===== src/rtl/mse_pkg.sv =====
package mse_pkg;
    typedef enum logic [0:0] {
        ST_IDLE = 1'b0,
        ST_RUN  = 1'b1
    } mse_state_e;
endpackage


===== src/rtl/mse_advance.sv =====
// Moves a stream one position toward later text; the top bit leaves as cout.
module mse_advance #(
    parameter int W = 16
) (
    input  logic [W-1:0] din,
    input  logic         cin,
    output logic [W-1:0] dout,
    output logic         cout
);
    always_comb begin
        dout = {din[W-2:0], cin};
        cout = din[W-1];
    end
endmodule


===== src/rtl/mse_star_add.sv =====
// Class-star closure of one block: ((M & C) + C + cin) ^ C | M.
module mse_star_add #(
    parameter int W = 16
) (
    input  logic [W-1:0] mrk,
    input  logic [W-1:0] cls,
    input  logic         cin,
    output logic [W-1:0] res,
    output logic         cout
);
    localparam int SW = W + 1;
    logic [SW-1:0] sum;

    always_comb begin
        sum  = {1'b0, mrk & cls} + {1'b0, cls} + {{W{1'b0}}, cin};
        res  = (sum[W-1:0] ^ cls) | mrk;
        cout = sum[W];
    end
endmodule


===== src/rtl/mse_ctrl.sv =====
module mse_ctrl
    import mse_pkg::*;
(
    input  logic clk,
    input  logic rst_n,
    input  logic sos_i,
    output logic ready_o
);
    mse_state_e state, state_nx;

    always_comb begin
        state_nx = state;
        unique case (state)
            ST_IDLE: if (sos_i) state_nx = ST_RUN;
            ST_RUN:  state_nx = ST_RUN;
            default: state_nx = ST_IDLE;
        endcase
    end

    always_ff @(posedge clk) begin
        if (!rst_n) state <= ST_IDLE;
        else        state <= state_nx;
    end

    always_comb begin
        ready_o = (state == ST_RUN);
    end

    assert_idle_holds_R2: assert property (@(posedge clk) disable iff (!rst_n)
        (!ready_o && !sos_i) |=> !ready_o);
    assert_pulse_starts_R2: assert property (@(posedge clk) disable iff (!rst_n)
        sos_i |=> ready_o);
endmodule


===== src/rtl/mse_marker_engine.sv =====
module mse_marker_engine #(
    parameter int BLK_W = 16
) (
    input  logic             clk,
    input  logic             rst_n,
    input  logic             sos_i,
    input  logic             blk_valid_i,
    output logic             blk_ready_o,
    input  logic [BLK_W-1:0] lit_cls_i,
    input  logic [BLK_W-1:0] star_cls_i,
    input  logic [BLK_W-1:0] fin_cls_i,
    output logic             out_valid_o,
    output logic [BLK_W-1:0] m1_o,
    output logic [BLK_W-1:0] m2_o,
    output logic [BLK_W-1:0] m3_o,
    output logic             match_o
);
    logic             acc;
    logic             sv_lit, sv_add, sv_fin;
    logic             in_lit, in_add, in_fin;
    logic             nx_lit, nx_add, nx_fin;
    logic [BLK_W-1:0] m1_n, m2_n, m3_n, gate_n;

    mse_ctrl u_ctrl (
        .clk     (clk),
        .rst_n   (rst_n),
        .sos_i   (sos_i),
        .ready_o (blk_ready_o)
    );

    always_comb begin
        acc    = blk_valid_i && blk_ready_o;
        in_lit = sos_i ? 1'b0 : sv_lit;
        in_add = sos_i ? 1'b0 : sv_add;
        in_fin = sos_i ? 1'b0 : sv_fin;
        gate_n = m2_n & fin_cls_i;
    end

    mse_advance #(.W(BLK_W)) u_adv_lit (
        .din  (lit_cls_i),
        .cin  (in_lit),
        .dout (m1_n),
        .cout (nx_lit)
    );

    mse_star_add #(.W(BLK_W)) u_star (
        .mrk  (m1_n),
        .cls  (star_cls_i),
        .cin  (in_add),
        .res  (m2_n),
        .cout (nx_add)
    );

    mse_advance #(.W(BLK_W)) u_adv_fin (
        .din  (gate_n),
        .cin  (in_fin),
        .dout (m3_n),
        .cout (nx_fin)
    );

    // Saved carries: updated by a taken block, cleared by a lone restart pulse.
    always_ff @(posedge clk) begin
        if (!rst_n) begin
            sv_lit <= 1'b0;
            sv_add <= 1'b0;
            sv_fin <= 1'b0;
        end else if (acc) begin
            sv_lit <= nx_lit;
            sv_add <= nx_add;
            sv_fin <= nx_fin;
        end else if (sos_i) begin
            sv_lit <= 1'b0;
            sv_add <= 1'b0;
            sv_fin <= 1'b0;
        end
    end

    always_ff @(posedge clk) begin
        if (!rst_n) begin
            out_valid_o <= 1'b0;
            m1_o        <= '0;
            m2_o        <= '0;
            m3_o        <= '0;
            match_o     <= 1'b0;
        end else begin
            out_valid_o <= acc;
            if (acc) begin
                m1_o    <= m1_n;
                m2_o    <= m2_n;
                m3_o    <= m3_n;
                match_o <= |m3_n;
            end
        end
    end

    assert_stall_no_valid_R8: assert property (@(posedge clk) disable iff (!rst_n)
        !acc |=> !out_valid_o);
    assert_stall_hold_R8: assert property (@(posedge clk) disable iff (!rst_n)
        !acc |=> ($stable(m2_o) && $stable(m3_o)));
    assert_one_cycle_R9: assert property (@(posedge clk) disable iff (!rst_n)
        acc |=> out_valid_o);
    assert_m2_covers_m1_R4: assert property (@(posedge clk) disable iff (!rst_n)
        out_valid_o |-> ((m1_o & ~m2_o) == '0));
    assert_flag_any_R7: assert property (@(posedge clk) disable iff (!rst_n)
        out_valid_o |-> (match_o == (|m3_o)));
    assert_restart_clean_R10: assert property (@(posedge clk) disable iff (!rst_n)
        (acc && sos_i) |=> (!m1_o[0] && !m3_o[0]));
endmodule


===== config.mk =====
export PLATFORM = sky130hd
export DESIGN_NAME = mse_marker_engine
export DESIGN_NICKNAME = d
export VERILOG_FILES = /design/src/rtl/mse_pkg.sv /design/src/rtl/mse_advance.sv /design/src/rtl/mse_star_add.sv /design/src/rtl/mse_ctrl.sv /design/src/rtl/mse_marker_engine.sv
export SDC_FILE = /design/constraint.sdc
export NUM_CORES = 1
export LEC_CHECK = 0
export BUFFER_PORTS_ARGS = -buffer_cell sky130_fd_sc_hd__buf_2
export CORE_MARGIN = 2
export CORE_UTILIZATION = 30
export CTS_BUF_LIST = sky130_fd_sc_hd__clkbuf_4 sky130_fd_sc_hd__clkbuf_8
export CTS_CLUSTER_SIZE = 30
export DETAILED_ROUTE_END_ITERATION = 16
export GPL_ROUTABILITY_DRIVEN = 0
export HOLD_SLACK_MARGIN = 0.08
export SLEW_MARGIN = 20
export SYNTH_ARGS = -nofsm -noshare
export SYNTH_HDL_FRONTEND = slang
export SYNTH_SLANG_ARGS = --single-unit
export TNS_END_PERCENT = 100

===== constraint.sdc =====
create_clock -name clk -period 3.4 [get_ports clk]
set_input_delay 0.68 -clock clk [delete_from_list [all_inputs] [get_ports clk]]
set_output_delay 0.68 -clock clk [all_outputs]
set_load 0.005 [all_outputs]

Word level (Yosys, flattened, before mapping)
Cells that the tools add are included.

word-level totals
  flip-flop bits (word level) = 54
  word-level logic and storage cells = 26

operators by class
  bitwise operators = 5
  add/sub/neg operators = 2
  mux-type cells = 8
  reduce and logical (&&, ||, !) cells = 2

operators by type and width
  operator                                   count
  16-bit AND                                 2
  16-bit by 16-bit adder with 17-bit output  1
  17-bit by 1-bit adder with 17-bit output   1
  16-bit OR                                  1
  16-bit OR reduction                        1
  16-bit XOR                                 1
  1-bit two-way mux                          7
  1-bit one-hot mux with 2 select lines      1
  1-bit logical AND                          1
  1-bit NOT                                  1

Logic depth before layout (Yosys ltp)
Gate-level depths: netlist of the first run.

  depth after elaboration = 8
  mapped depth = 12
  gate-level depth less buffers = 12

Cells and area by module
A second synthesis of the first run with hierarchy kept.

unflattened totals
  cells, all modules = 371
  area total of the unflattened synthesis = 2,931.6 um^2

by module, submodules not included
  module             times used  seq. area each (um^2)  cells an instance  area an instance (um^2)
  mse_marker_engine  1           1,061.0                251                2,082.0
  mse_star_add       1           0.0                    84                 566.8
  mse_advance        2           0.0                    17                 127.6
  mse_ctrl           1           20.0                   2                  27.5

Worst setup path before layout of the first run
No wires, ideal clock.

  path type = input -> register
  from = input port sos_i
  to = register match_o
  slack = 0.312 ns
  library setup time = 0.137 ns
  stages = 12
  arrival time = 2.951 ns
  cells stage by stage = nor2b_1 -> nor2b_1 -> ha_1 -> a21o_1 -> ha_1 -> a211o_1 -> a21o_1 -> a21o_1 -> a221oi_1 -> nand4_1 -> nor4b_1 -> a41oi_1

between the ends
  word-level cells in the longest chain between the ends = 8
  elaborated cells on any way between the ends = 10
  classes of those cells = add/sub (2); mux (3); bitwise (4); reduce/logical (1)

ends and longest elaborated chain
  what                                       line                     text
  start: declaration                         mse_marker_engine.sv:6   input logic sos_i,
  1-bit two-way mux                          --
  16-bit AND                                 mse_star_add.sv:15       sum = {1'b0, mrk & cls} + {1'b0, cls} + {{W{1'b0}}, cin};
  16-bit by 16-bit adder with 17-bit output  mse_star_add.sv:15
  17-bit by 1-bit adder with 17-bit output   mse_star_add.sv:15
  16-bit XOR                                 mse_star_add.sv:16       res = (sum[W-1:0] ^ cls) | mrk;
  16-bit OR                                  mse_star_add.sv:16
  16-bit AND                                 mse_marker_engine.sv:36  gate_n = m2_n & fin_cls_i;
  16-bit OR reduction (*)                    mse_marker_engine.sv:91  match_o <= |m3_n;
  end signal: assignment                     mse_marker_engine.sv:91
  end: declaration                           mse_marker_engine.sv:16  output logic match_o

Every way passes the cells marked *; elsewhere a longest branch is shown, timed or not.
A chain may end at the register's enable or synchronous reset.

Worst setup path after layout of the first run
Same ends and word-level chain as after synthesis.

==> metrics.md, run 1 <==
| Metric | Value |
|---|---|
| Status | `complete, no violations` |
| Ys flop type | `dfxtp_1` |
| Clock skew | `slightly above 0.01 ns` |
| Max Cap Violations | `0` |
| H-tree depth | `2` |
| Sequential area share after synthesis | `0.405` |
| Max-slew violations | `0` |
| Commonest non-fill, non-tap cells in the layout | `buf_2, nand2_1, dfxtp_1, a21boi_0, o21ai_0` |
| Initial Utilization | `0.307` |
| Routed WL | `about 8400 um` |
| DP Wirelength | `around 6500 um` |
| Worst-Skew Late Latency | `0.31 ns` |
| Setup Buffers After CTS | `0` |
| Share of layout cells above drive strength 1 | `0.289` |
| CP endpoint kind | `flop` |
| Io pins | `103` |
| Vias in the first global route | `around 2.6k` |
| Flops & latches, synth | `54` |
| DR vias | `2751` |
| DR vias/cell | `between 5 and 6` |
| CTS-repair resized insts | `0` |
| Antenna violations before repair | `0` |
| RSZ-0062 raised after global routing | `false` |
| Fin worst setup slack | `between 0.3 and 0.4 ns` |
| Max Fclk | `roughly 0.33 GHz` |
| CP Launch Type | `primary input` |
| Slew headroom | `0.565` |
| WP data arrival | `~3.2 ns` |
| Yosys warnings | `0` |
| Clk root buf | `clkbuf_8` |
| GRT Total Usage | `0.176` |
| DR DRC count | `0` |
| Initial DRC count | `approximately 130` |
| Core Box Area | `roughly 8700 um^2` |
| Post-synth net total | `a little under 400` |
| Hold-fix buffers at CTS | `0` |
| Worst hold path class | `flop to flop` |
| Netlist cell types | `roughly 50` |
| # nets final | `roughly 480` |
| Count of flip-flops with a built-in enable after synthesis | `0` |
| Die Span X | `98.3 um` |
| Crit path max fanout | `5` |
| WL/cell | `between 15 and 20 um` |
| Final Cycle Share | `0.897` |
| Final hold viol count | `0` |
| Area growth syn-to-layout | `26.5%` |
| Worst-margin pin slew | `approximately 0.65 ns` |
| CTS buffer count | `5` |
| Clk buf depth | `2` |
| Clock-pin slew on the worst setup and hold paths | `about 0.10 ns` |
| Leakage | `between 1 and 1.5 nW` |
| Cell Rows | `34` |
| Die Y | `approximately 100 um` |
| # diodes | `0` |
| CP required | `3.59 ns` |
| Pre-CTS setup slack | `0.0329 ns` |
| Mapped Cells | `approximately 330` |
| Min Tclk post-route | `~3 ns` |
| Setup TNS Final | `0 ns` |
| Leading cell type in the layout, fill and taps excluded | `buf_2` |
| Cell area after synthesis | `about 2700 um^2` |
| CTS tree | `built` |
| DR pass1 iterations | `4` |
| PD cells | `roughly 380 nW/um^2` |
| Largest net degree at the start of global routing | `between 50 and 60` |
| Syn avg cell area | `around 8.1 um^2` |
| Total gr overflow | `0` |
| Async set-reset flop share out of synthesis | `0` |
| Worst IR Drop VDD | `~0.00017 V` |
| Crit Path Class | `primary input to flop` |
| # setup viols final | `0` |
| Sinks on Clock Net | `between 50 and 60` |
| Port Buffers | `102` |
| Global-route wire length before repair | `between 10000 and 15000 um` |
| Post-route ant nets | `0` |
| Die Area | `between 9000 and 10000 um^2` |
## path summary, 6_finish.rpt
path / start / endpoint / cells after the start / slack, ns
worst max-delay path: sos_i / match_o / 13 / 0.35
worst min register to register: m1_o[5] / m1_o[5] / 2 / 0.47
worst min-delay path: m1_o[5] / m1_o[5] / 2 / 0.47
worst max register to register: sv_lit / match_o / 12 / 0.51
## area by class of cell
type | count | area (um^2)
inverter | 3 | 11.3
clock inverter | 3 | 21.3
multi-input combinational | 256 | 1500
timing repair buffer | 108 | 556
tap | 108 | 135
fill | 944 | 5300
sequential | 54 | 1080
clock buffer | 5 | 68.8
## through the flow
stage / hold slack (ns) / utilization / cells / area [um^2] / power (W)
after floorplan: 0.460 / - / 331 / 2670 / 0.000805
after global placement: 0.447 / 0.379 / 529 / 3290 / 0.000916
after detailed placement: 0.456 / 0.379 / 529 / 3290 / 0.000919
after CTS: 0.471 / 0.389 / 537 / 3380 / 0.00129
after global routing: 0.493 / 0.389 / 537 / 3380 / 0.00135
final: 0.468 / 0.389 / 537 / 3380 / 0.00127
## critical path: stages
cell and delay [ns]:
buf_2 0.13, nor2b_1 0.15, nor2b_1 0.07, ha_1 0.21, a21o_1 0.16, ha_1 0.17
a211o_1 0.35, a21o_1 0.24, a311oi_1 0.32, nor2_1 0.10, o21ai_0 0.23, nor4b_1 0.30
a41oi_1 0.15
## cell usage after synthesis, types with 3 or more instances
master     n  area [um^2]
nand2_1   67          251
dfxtp_1   54         1080
a21boi_0  29          218
o21ai_0   24          120
nor2_1    23         86.3
clkbuf_1  15         56.3
and2_1    13         81.3
a21oi_1    9         45.0
nand3_1    9         45.0
nor3b_1    7         52.6
a21o_1     6         45.0
nor2b_1    6         37.5
nor3_1     6         30.0
a211oi_1   4         30.0
o211ai_1   4         30.0
a211o_1    3         26.3
a31oi_1    3         18.8
inv_1      3         11.3
nand4_1    3         18.8
o211a_1    3         30.0
o21a_1     3         22.5
## report_power, final
group	switching, W	internal [W]	leakage, nW
Clock	0.000219	0.000145	0.0441
Sequential	0.0000146	0.000660	0.440
Combinational	0.000133	0.0000957	1.01
Total	0.000366	0.000902	1.50
## state kept, by name, indices dropped and copies added, names as in the netlist
register and count:
match_o 1, sv_lit 1, m2_o 16, u_ctrl.ready_o 1, sv_fin 1, m3_o 16, out_valid_o 1, sv_add 1
m1_o 16
## routing by layer
metal  wire, um  up-vias  GRT usage  share of wire
met5          0        -          0              0
met2       4050       81      0.296           0.48
met4         48        0     0.0263         0.0057
met1       3650     1292      0.228           0.43
met3        641        5     0.0515          0.076
li1           -     1373          -              -
## cells by family (layout without fill, tap and decap cells)
| kind of cell | Yosys count | in the layout | synth area share |
|---|---|---|---|
| buffers and inverters | 21 | 119 | 0.0324 |
| xor gates and xnor gates | 2 | 2 | 0.00657 |
| and+or+nand+nor | 147 | 147 | 0.266 |
| DFF | 54 | 54 | 0.405 |
| adders and majority gates | 2 | 2 | 0.00938 |
| AOI/OAI and AO/OA | 105 | 105 | 0.280 |
No activity file was read; power rests on OpenSTA's default activity.
==> run 2, diff against run 1 <==
==> constraint.sdc (replaced) <==
create_clock -name clk -period 2.6 [get_ports clk]
set_input_delay 0.52 -clock clk [delete_from_list [all_inputs] [get_ports clk]]
set_output_delay 0.52 -clock clk [all_outputs]
set_load 0.005 [all_outputs]
==> metrics.md, run 2 (same netlist as run 1, synthesis figures left out) <==
| Metric | Value |
|---|---|
| Status | `complete, no violations` |
| CTS buffer count | `5 (unchanged)` |
| Max Fclk | `0.388 GHz` |
| # setup viols final | `0 (unchanged)` |
| Clk buf depth | `2 (unchanged)` |
| Placed cells | `551 (+4.2%)` |
| Worst-path cell chain | `nor2b_4 -> nor2b_1 -> ha_2 -> a21o_1 -> ha_2 -> a211o_4 -> a21o_1 -> a21o_1 -> a221oi_2 -> nand4_1 -> nor4b_2 -> a41oi_1` |
| Slowest stage delay, CP | `0.34 ns (about the same)` |
| Worst IR Drop VDD | `0.000200 V (+17%)` |
| CP Launch Type | `flop` |
| CP max stage cell | `dfxtp_2` |
| Pre-CTS setup slack | `-0.366 ns (-0.399 ns)` |
| Port Buffers | `102 (unchanged)` |
| CP endpoint kind | `flop` |
| Initial DRC count | `82 (-38%)` |
| Commonest non-fill, non-tap cells in the layout | `buf_2, nand2_1, dfxtp_1, a21boi_0, buf_4` |
| Clock-pin slew on the worst setup and hold paths | `0.10 ns (about the same)` |
| # nets final | `505 (+4.8%)` |
| Clock skew | `0.00973 ns (-0.000378 ns)` |
| Leakage | `1.63 nW (+8.8%)` |
| # diodes | `0 (unchanged)` |
| Worst hold path class | `primary input to flop` |
| WP data arrival | `2.76 ns (-0.48 ns)` |
| Vias in the first global route | `2636 (+1.1%)` |
| Clk root buf | `clkbuf_8` |
| Min Tclk post-route | `around 2.6 ns` |
| Max-slew violations | `0 (unchanged)` |
| Crit Path Class | `flop to flop` |
| Initial Utilization | `0.307 (unchanged)` |
| Crit path max fanout | `4 (-1)` |
| DR vias | `2824 (+2.7%)` |
| DR pass1 iterations | `4 (unchanged)` |
| Worst-Skew Late Latency | `0.31 ns (about the same)` |
| Cell Rows | `34 (unchanged)` |
| Io pins | `103 (unchanged)` |
| DR vias/cell | `5.04 (-1.6%)` |
| CP top delay family | `compound AO/OA/AOI/OAI gates` |
| Global-route wire length before repair | `13400 um (-1.8%)` |
| Sinks on Clock Net | `54 (unchanged)` |
| Largest net degree at the start of global routing | `55 (unchanged)` |
| Total gr overflow | `0 (unchanged)` |
| Final instance count without filler cells | `560 (+4.3%)` |
| Leading cell type in the layout, fill and taps excluded | `buf_2` |
| Final Cycle Share | `0.991` |
| Routed WL | `8540 um (+1.9%)` |
| H-tree depth | `2 (unchanged)` |
| Fin worst setup slack | `0.0222 ns (-0.329 ns)` |
| Worst-margin pin slew | `0.568 ns (-0.0850 ns)` |
| Worst path most repeated cell | `a21o_1` |
| PD cells | `503 nW/um^2 (+34%)` |
| Share of layout cells above drive strength 1 | `0.350 (+0.0605)` |
| WL/cell | `15.3 um (-2.3%)` |
| Max Cap Violations | `0 (unchanged)` |
| Largest regs | `m1_o (16), m2_o (16), m3_o (16)` |
| RSZ-0062 raised after global routing | `true` |
| Die Span X | `98.3 um (unchanged)` |
| CTS tree | `built` |
| Hold-fix buffers at CTS | `0 (unchanged)` |
| GRT Total Usage | `0.174 (-0.00208)` |
| CP Buf/Inv Count | `0 (-1)` |
| Antenna violations before repair | `0 (unchanged)` |
| Slew headroom | `0.621 (+0.0567)` |
| Core Box Area | `8680 um^2 (unchanged)` |
| Die Y | `98.3 um (unchanged)` |
| Final hold viol count | `0 (unchanged)` |
| Die Area | `9660 um^2 (unchanged)` |
| CP required | `2.79 ns (-0.80 ns)` |
| Post-route ant nets | `0 (unchanged)` |
| DR DRC count | `0 (unchanged)` |
| DP Wirelength | `6510 um (+0.52%)` |
| Reg2Reg Setup Slack | `0.02 ns (-0.49 ns)` |
| Area growth syn-to-layout | `36.6%` |
## run 2: cell types whose count changed in the layout (fill, tap and decap cells not counted), moves of 2 or more
| cell | before | now |
|---|---|---|
| o21ai_1 | 1 | 4 |
| ha_1 | 2 | 0 |
| o21ai_0 | 24 | 20 |
| buf_4 | 6 | 29 |
| ha_2 | 0 | 2 |
## run 2: timing repair
item | 4_1_cts | 5_1_grt
endpoints found under the setup margin | 2 | 4
setup buffers | 0 | 1
hold endpoints to repair | 0 | 0
pin swaps | 3 | 5
gates resized for setup | 6 | 4
## run 2: power breakdown
part	leakage [nW]	switching, W	total [W]	internal, W
Sequential	0.441	0.0000195	0.000883	0.000864
Combinational	1.13	0.000185	0.000340	0.000156
Clock	0.0618	0.000292	0.000609	0.000317
Total	1.63	0.000496	0.00183	0.00134
## run 2: area by class of cell
| cell class | count | area, um^2 |
|---|---|---|
| Fill cell | 953 | 5030 |
| Multi-Input combinational cell | 256 | 1570 |
| Sequential cell | 54 | 1080 |
| Timing Repair Buffer | 131 | 728 |
| Tap cell | 108 | 135 |
| Clock buffer | 6 | 82.6 |
| Clock inverter | 2 | 38.8 |
| Inverter | 3 | 11.3 |
## run 2: path summary, 6_finish.rpt
path	startpoint	end	cells past startpoint
hold reg to reg	m1_o[0]	m1_o[0]	2
hold / removal	fin_cls_i[15]	sv_fin	2
setup / recovery	sv_lit	match_o	12
setup reg to reg	sv_lit	match_o	12
## run 2: per-stage QoR
| stage | hold WS, ns | setup TNS [ns] | area (um^2) | power (W) | util |
|---|---|---|---|---|---|
| after CTS | 0.422 | 0 | 3630 | 0.00185 | 0.418 |
| after detailed placement | 0.454 | -1.47 | 3480 | 0.00124 | 0.401 |
| final | 0.434 | 0 | 3640 | 0.00183 | 0.420 |
| after global routing | 0.433 | -0.326 | 3640 | 0.00193 | 0.420 |
| after floorplan | 0.460 | -0.0578 | 2700 | 0.00106 | - |
| after global placement | 0.449 | -1.06 | 3480 | 0.00123 | 0.401 |
## run 2: layer usage
metal  global-route usage  part of all wire  up-vias
li1                     -                 -     1410
met1                0.225              0.44     1318
met3               0.0422             0.068       11
met4               0.0527             0.018        0
met2                0.286              0.47       85
met5                    0                 0        -
==> run 3, diff against run 2 <==
--- a/config.mk
+++ b/config.mk
@@ -13,6 +13,8 @@
 export DETAILED_ROUTE_END_ITERATION = 16
 export GPL_ROUTABILITY_DRIVEN = 0
 export HOLD_SLACK_MARGIN = 0.08
+export PLACE_DENSITY_LB_ADDON = 0.1
+export SKIP_CTS_REPAIR_TIMING = 1
 export SLEW_MARGIN = 20
 export SYNTH_ARGS = -nofsm -noshare
 export SYNTH_HDL_FRONTEND = slang
==> constraint.sdc (replaced) <==
create_clock -name clk -period 2.6 [get_ports clk]
set_input_delay 0.13 -clock clk [delete_from_list [all_inputs] [get_ports clk]]
set_output_delay 0.13 -clock clk [all_outputs]
set_load 0.005 [all_outputs]
==> metrics.md, run 3 (same netlist as run 1, synthesis figures left out) <==
| Metric | Value |
|---|---|
| Switching share of power | `0.276 (+0.00495)` |
| Routed WL | `8900 um (+4.2%)` |
| DP Wirelength | `6730 um (+3.4%)` |
| Post-DP Area | `3370 um^2 (-3.2%)` |
| Worst IR Drop VDD | `0.000226 V (+13%)` |
| PD cells | `508 nW/um^2 (+1.0%)` |
| DR vias/cell | `5.09 (+0.85%)` |
| Final hold viol count | `0 (unchanged)` |
| Max-slew violations | `0 (unchanged)` |
| WP data arrival | `2.82 ns (+0.06 ns)` |
| Worst-path cell chain | `nor2b_4 -> nor2b_1 -> ha_2 -> a21o_1 -> ha_2 -> a211o_4 -> a31oi_4 -> o211ai_1 -> a32oi_1 -> nand4_1 -> nor4b_2 -> a41oi_1` |
| Slowest stage delay, CP | `0.34 ns (about the same)` |
| Total power | `0.00180 W (-2.0%)` |
| CP required | `2.80 ns (about the same)` |
| Min Tclk post-route | `2.62 ns (+0.0415 ns)` |
| End of the critical path | `match_o` |
| Global-route wire length before repair | `13900 um (+3.8%)` |
| Vias in the first global route | `2608 (-1.1%)` |
| Worst setup path startpoint | `sv_lit` |
| Final-layout fill cell count | `967 (+1.5%)` |
| Int Power | `0.00130 W (-2.6%)` |
| Final Cycle Share | `1.01 (+0.0160)` |
| GRT Total Usage | `0.181 (+0.00752)` |
| Fin worst setup slack | `-0.0192 ns (-0.0415 ns)` |
| WL/cell | `16.2 um (+6.5%)` |
| Clk root buf | `clkbuf_8` |
| CP Buf/Inv Count | `0 (unchanged)` |
| Clock-pin slew on the worst setup and hold paths | `0.10 ns (about the same)` |
| Sinks on Clock Net | `54 (unchanged)` |
| Seq pwr share | `0.491 (+0.009)` |
| CP top delay family | `compound AO/OA/AOI/OAI gates` |
| Leading cell type in the layout, fill and taps excluded | `buf_2` |
| # setup viols final | `1 (+1)` |
| H-tree depth | `2 (unchanged)` |
| FF+latch area | `1080 um^2 (unchanged)` |
| Crit Path Class | `flop to flop` |
| Initial DRC count | `141 (+72%)` |
| Area growth syn-to-layout | `32.6%` |
| Reg2reg start | `sv_lit` |
| Worst path most repeated cell | `ha_2` |
| DR pass1 iterations | `4 (unchanged)` |
| Leakage | `1.56 nW (-4.2%)` |
| CP Depth | `12 (unchanged)` |
| Worst-margin pin slew | `0.550 ns (-0.0184 ns)` |
| Cell Rows | `34 (unchanged)` |
| CP Launch Type | `flop` |
| Finished Core Util | `0.408 (-0.0124)` |
| Setup TNS Final | `-0.0192 ns (-0.0192 ns)` |
| Post-route ant nets | `0 (unchanged)` |
| CTS buffer count | `5 (unchanged)` |
| Core Box Area | `8680 um^2 (unchanged)` |
| # diodes | `0 (unchanged)` |
| CP max stage cell | `dfxtp_2` |
| R2R depth | `12 (unchanged)` |
| Area of the multi-input gates | `1550 um^2 (-0.96%)` |
| Antenna violations before repair | `0 (unchanged)` |
| Clk buf depth | `2 (unchanged)` |
| Die Y | `98.3 um (unchanged)` |
| Reg2Reg Setup Slack | `-0.02 ns (-0.04 ns)` |
| Final instance count without filler cells | `548 (-2.1%)` |
| RR Endpoint | `match_o` |
| Port Buffers | `102 (unchanged)` |
| Largest regs | `m1_o (16), m2_o (16), m3_o (16)` |
| Crit path max fanout | `4 (unchanged)` |
| Die Area | `9660 um^2 (unchanged)` |
| Final instance area | `3540 um^2 (-3.0%)` |
| Initial Utilization | `0.307 (unchanged)` |
| Largest net degree at the start of global routing | `54 (-1.8%)` |
| Slew headroom | `0.634 (+0.0123)` |
| DR vias | `2787 (-1.3%)` |
| CTS tree | `built` |
| Worst hold path class | `primary input to flop` |
| Number of cells on the worst hold path | `3 (+1)` |
| Logic pwr share | `0.180 (-0.006)` |
| Status | `complete, but fails checks` |
| Total gr overflow | `0 (unchanged)` |
| Share of layout cells above drive strength 1 | `0.320 (-0.0291)` |
| Placed cells | `538 (-2.4%)` |
| Max Fclk | `0.382 GHz (-1.6%)` |
| Max Cap Violations | `0 (unchanged)` |
| RSZ-0062 raised after global routing | `true` |
| # nets final | `493 (-2.4%)` |
| Sw power | `0.000495 W (-0.18%)` |
| Commonest non-fill, non-tap cells in the layout | `buf_2, nand2_1, dfxtp_1, a21boi_0, nor2_1` |
| Clock skew | `0.00677 ns (-0.00296 ns)` |
| Die Span X | `98.3 um (unchanged)` |
| DR DRC count | `0 (unchanged)` |
| CP endpoint kind | `flop` |
| Clock share of power | `0.329 (-0.003)` |
| Worst-Skew Late Latency | `0.31 ns (about the same)` |
| Io pins | `103 (unchanged)` |
| Failing checks | `setup timing` |
run 3: cell types whose count changed in the layout (fill, tap and decap cells not counted), sizes merged:
| cell | previous run | this run |
|---|---|---|
| clkinvlp | 0 | 1 |
| inv | 4 | 3 |
| dlygate4sd3 | 0 | 2 |
| buf | 131 | 117 |
run 3: tightest hold or removal path, stage by stage:
cell and delay [ns]:
buf_2 0.11, nand3_1 0.05, a21boi_0 0.07
run 3: layout make-up:
cell class | count | share of cell area
Clock buffer | 6 | 0.0216
Inverter | 3 | 0.00318
Sequential cell | 54 | 0.306
Tap cell | 108 | 0.0382
Multi-Input combinational cell | 256 | 0.439
Timing Repair Buffer | 119 | 0.182
Clock inverter | 2 | 0.0106
run 3: worst min path at each step:
| stage | endpoint | from |
|---|---|---|
| 6_report | m3_o[10] | fin_cls_i[9] |
| 4_1_cts | sv_fin | fin_cls_i[15] |
| 2_1_floorplan | u_ctrl.ready_o | sos_i |
| 3_3_place_gp | sv_fin | fin_cls_i[15] |
| 3_5_place_dp | sv_fin | fin_cls_i[15] |
| 5_1_grt | m3_o[10] | fin_cls_i[9] |
run 3: metal layers:
metal	global-route usage	vias to the layer above	wire length (um)
met2	0.299	82	4230
met5	0	-	0
met1	0.243	1317	4080
met4	0.0390	0	58
li1	-	1383	-
met3	0.0408	5	540
run 3: power groups by stage:
stage | Sequential (W) | Combinational (W) | Clock (W)
3_5_place_dp | 0.000901 | 0.000317 | 0
4_1_cts | 0.000882 | 0.000319 | 0.000610
6_report | 0.000882 | 0.000324 | 0.000591
3_3_place_gp | 0.000901 | 0.000315 | 0
5_1_grt | 0.000887 | 0.000359 | 0.000650
2_1_floorplan | 0.000903 | 0.000150 | 0
run 3: metrics by stage:
stage	setup slack (ns)	hold slack, ns
CTS	-0.220	0.0271
global placement	-0.0943	0.355
detailed placement	-0.184	0.356
finish	-0.0192	0.0843
global route	-0.210	0.0812
floorplan	0.0106	0.254
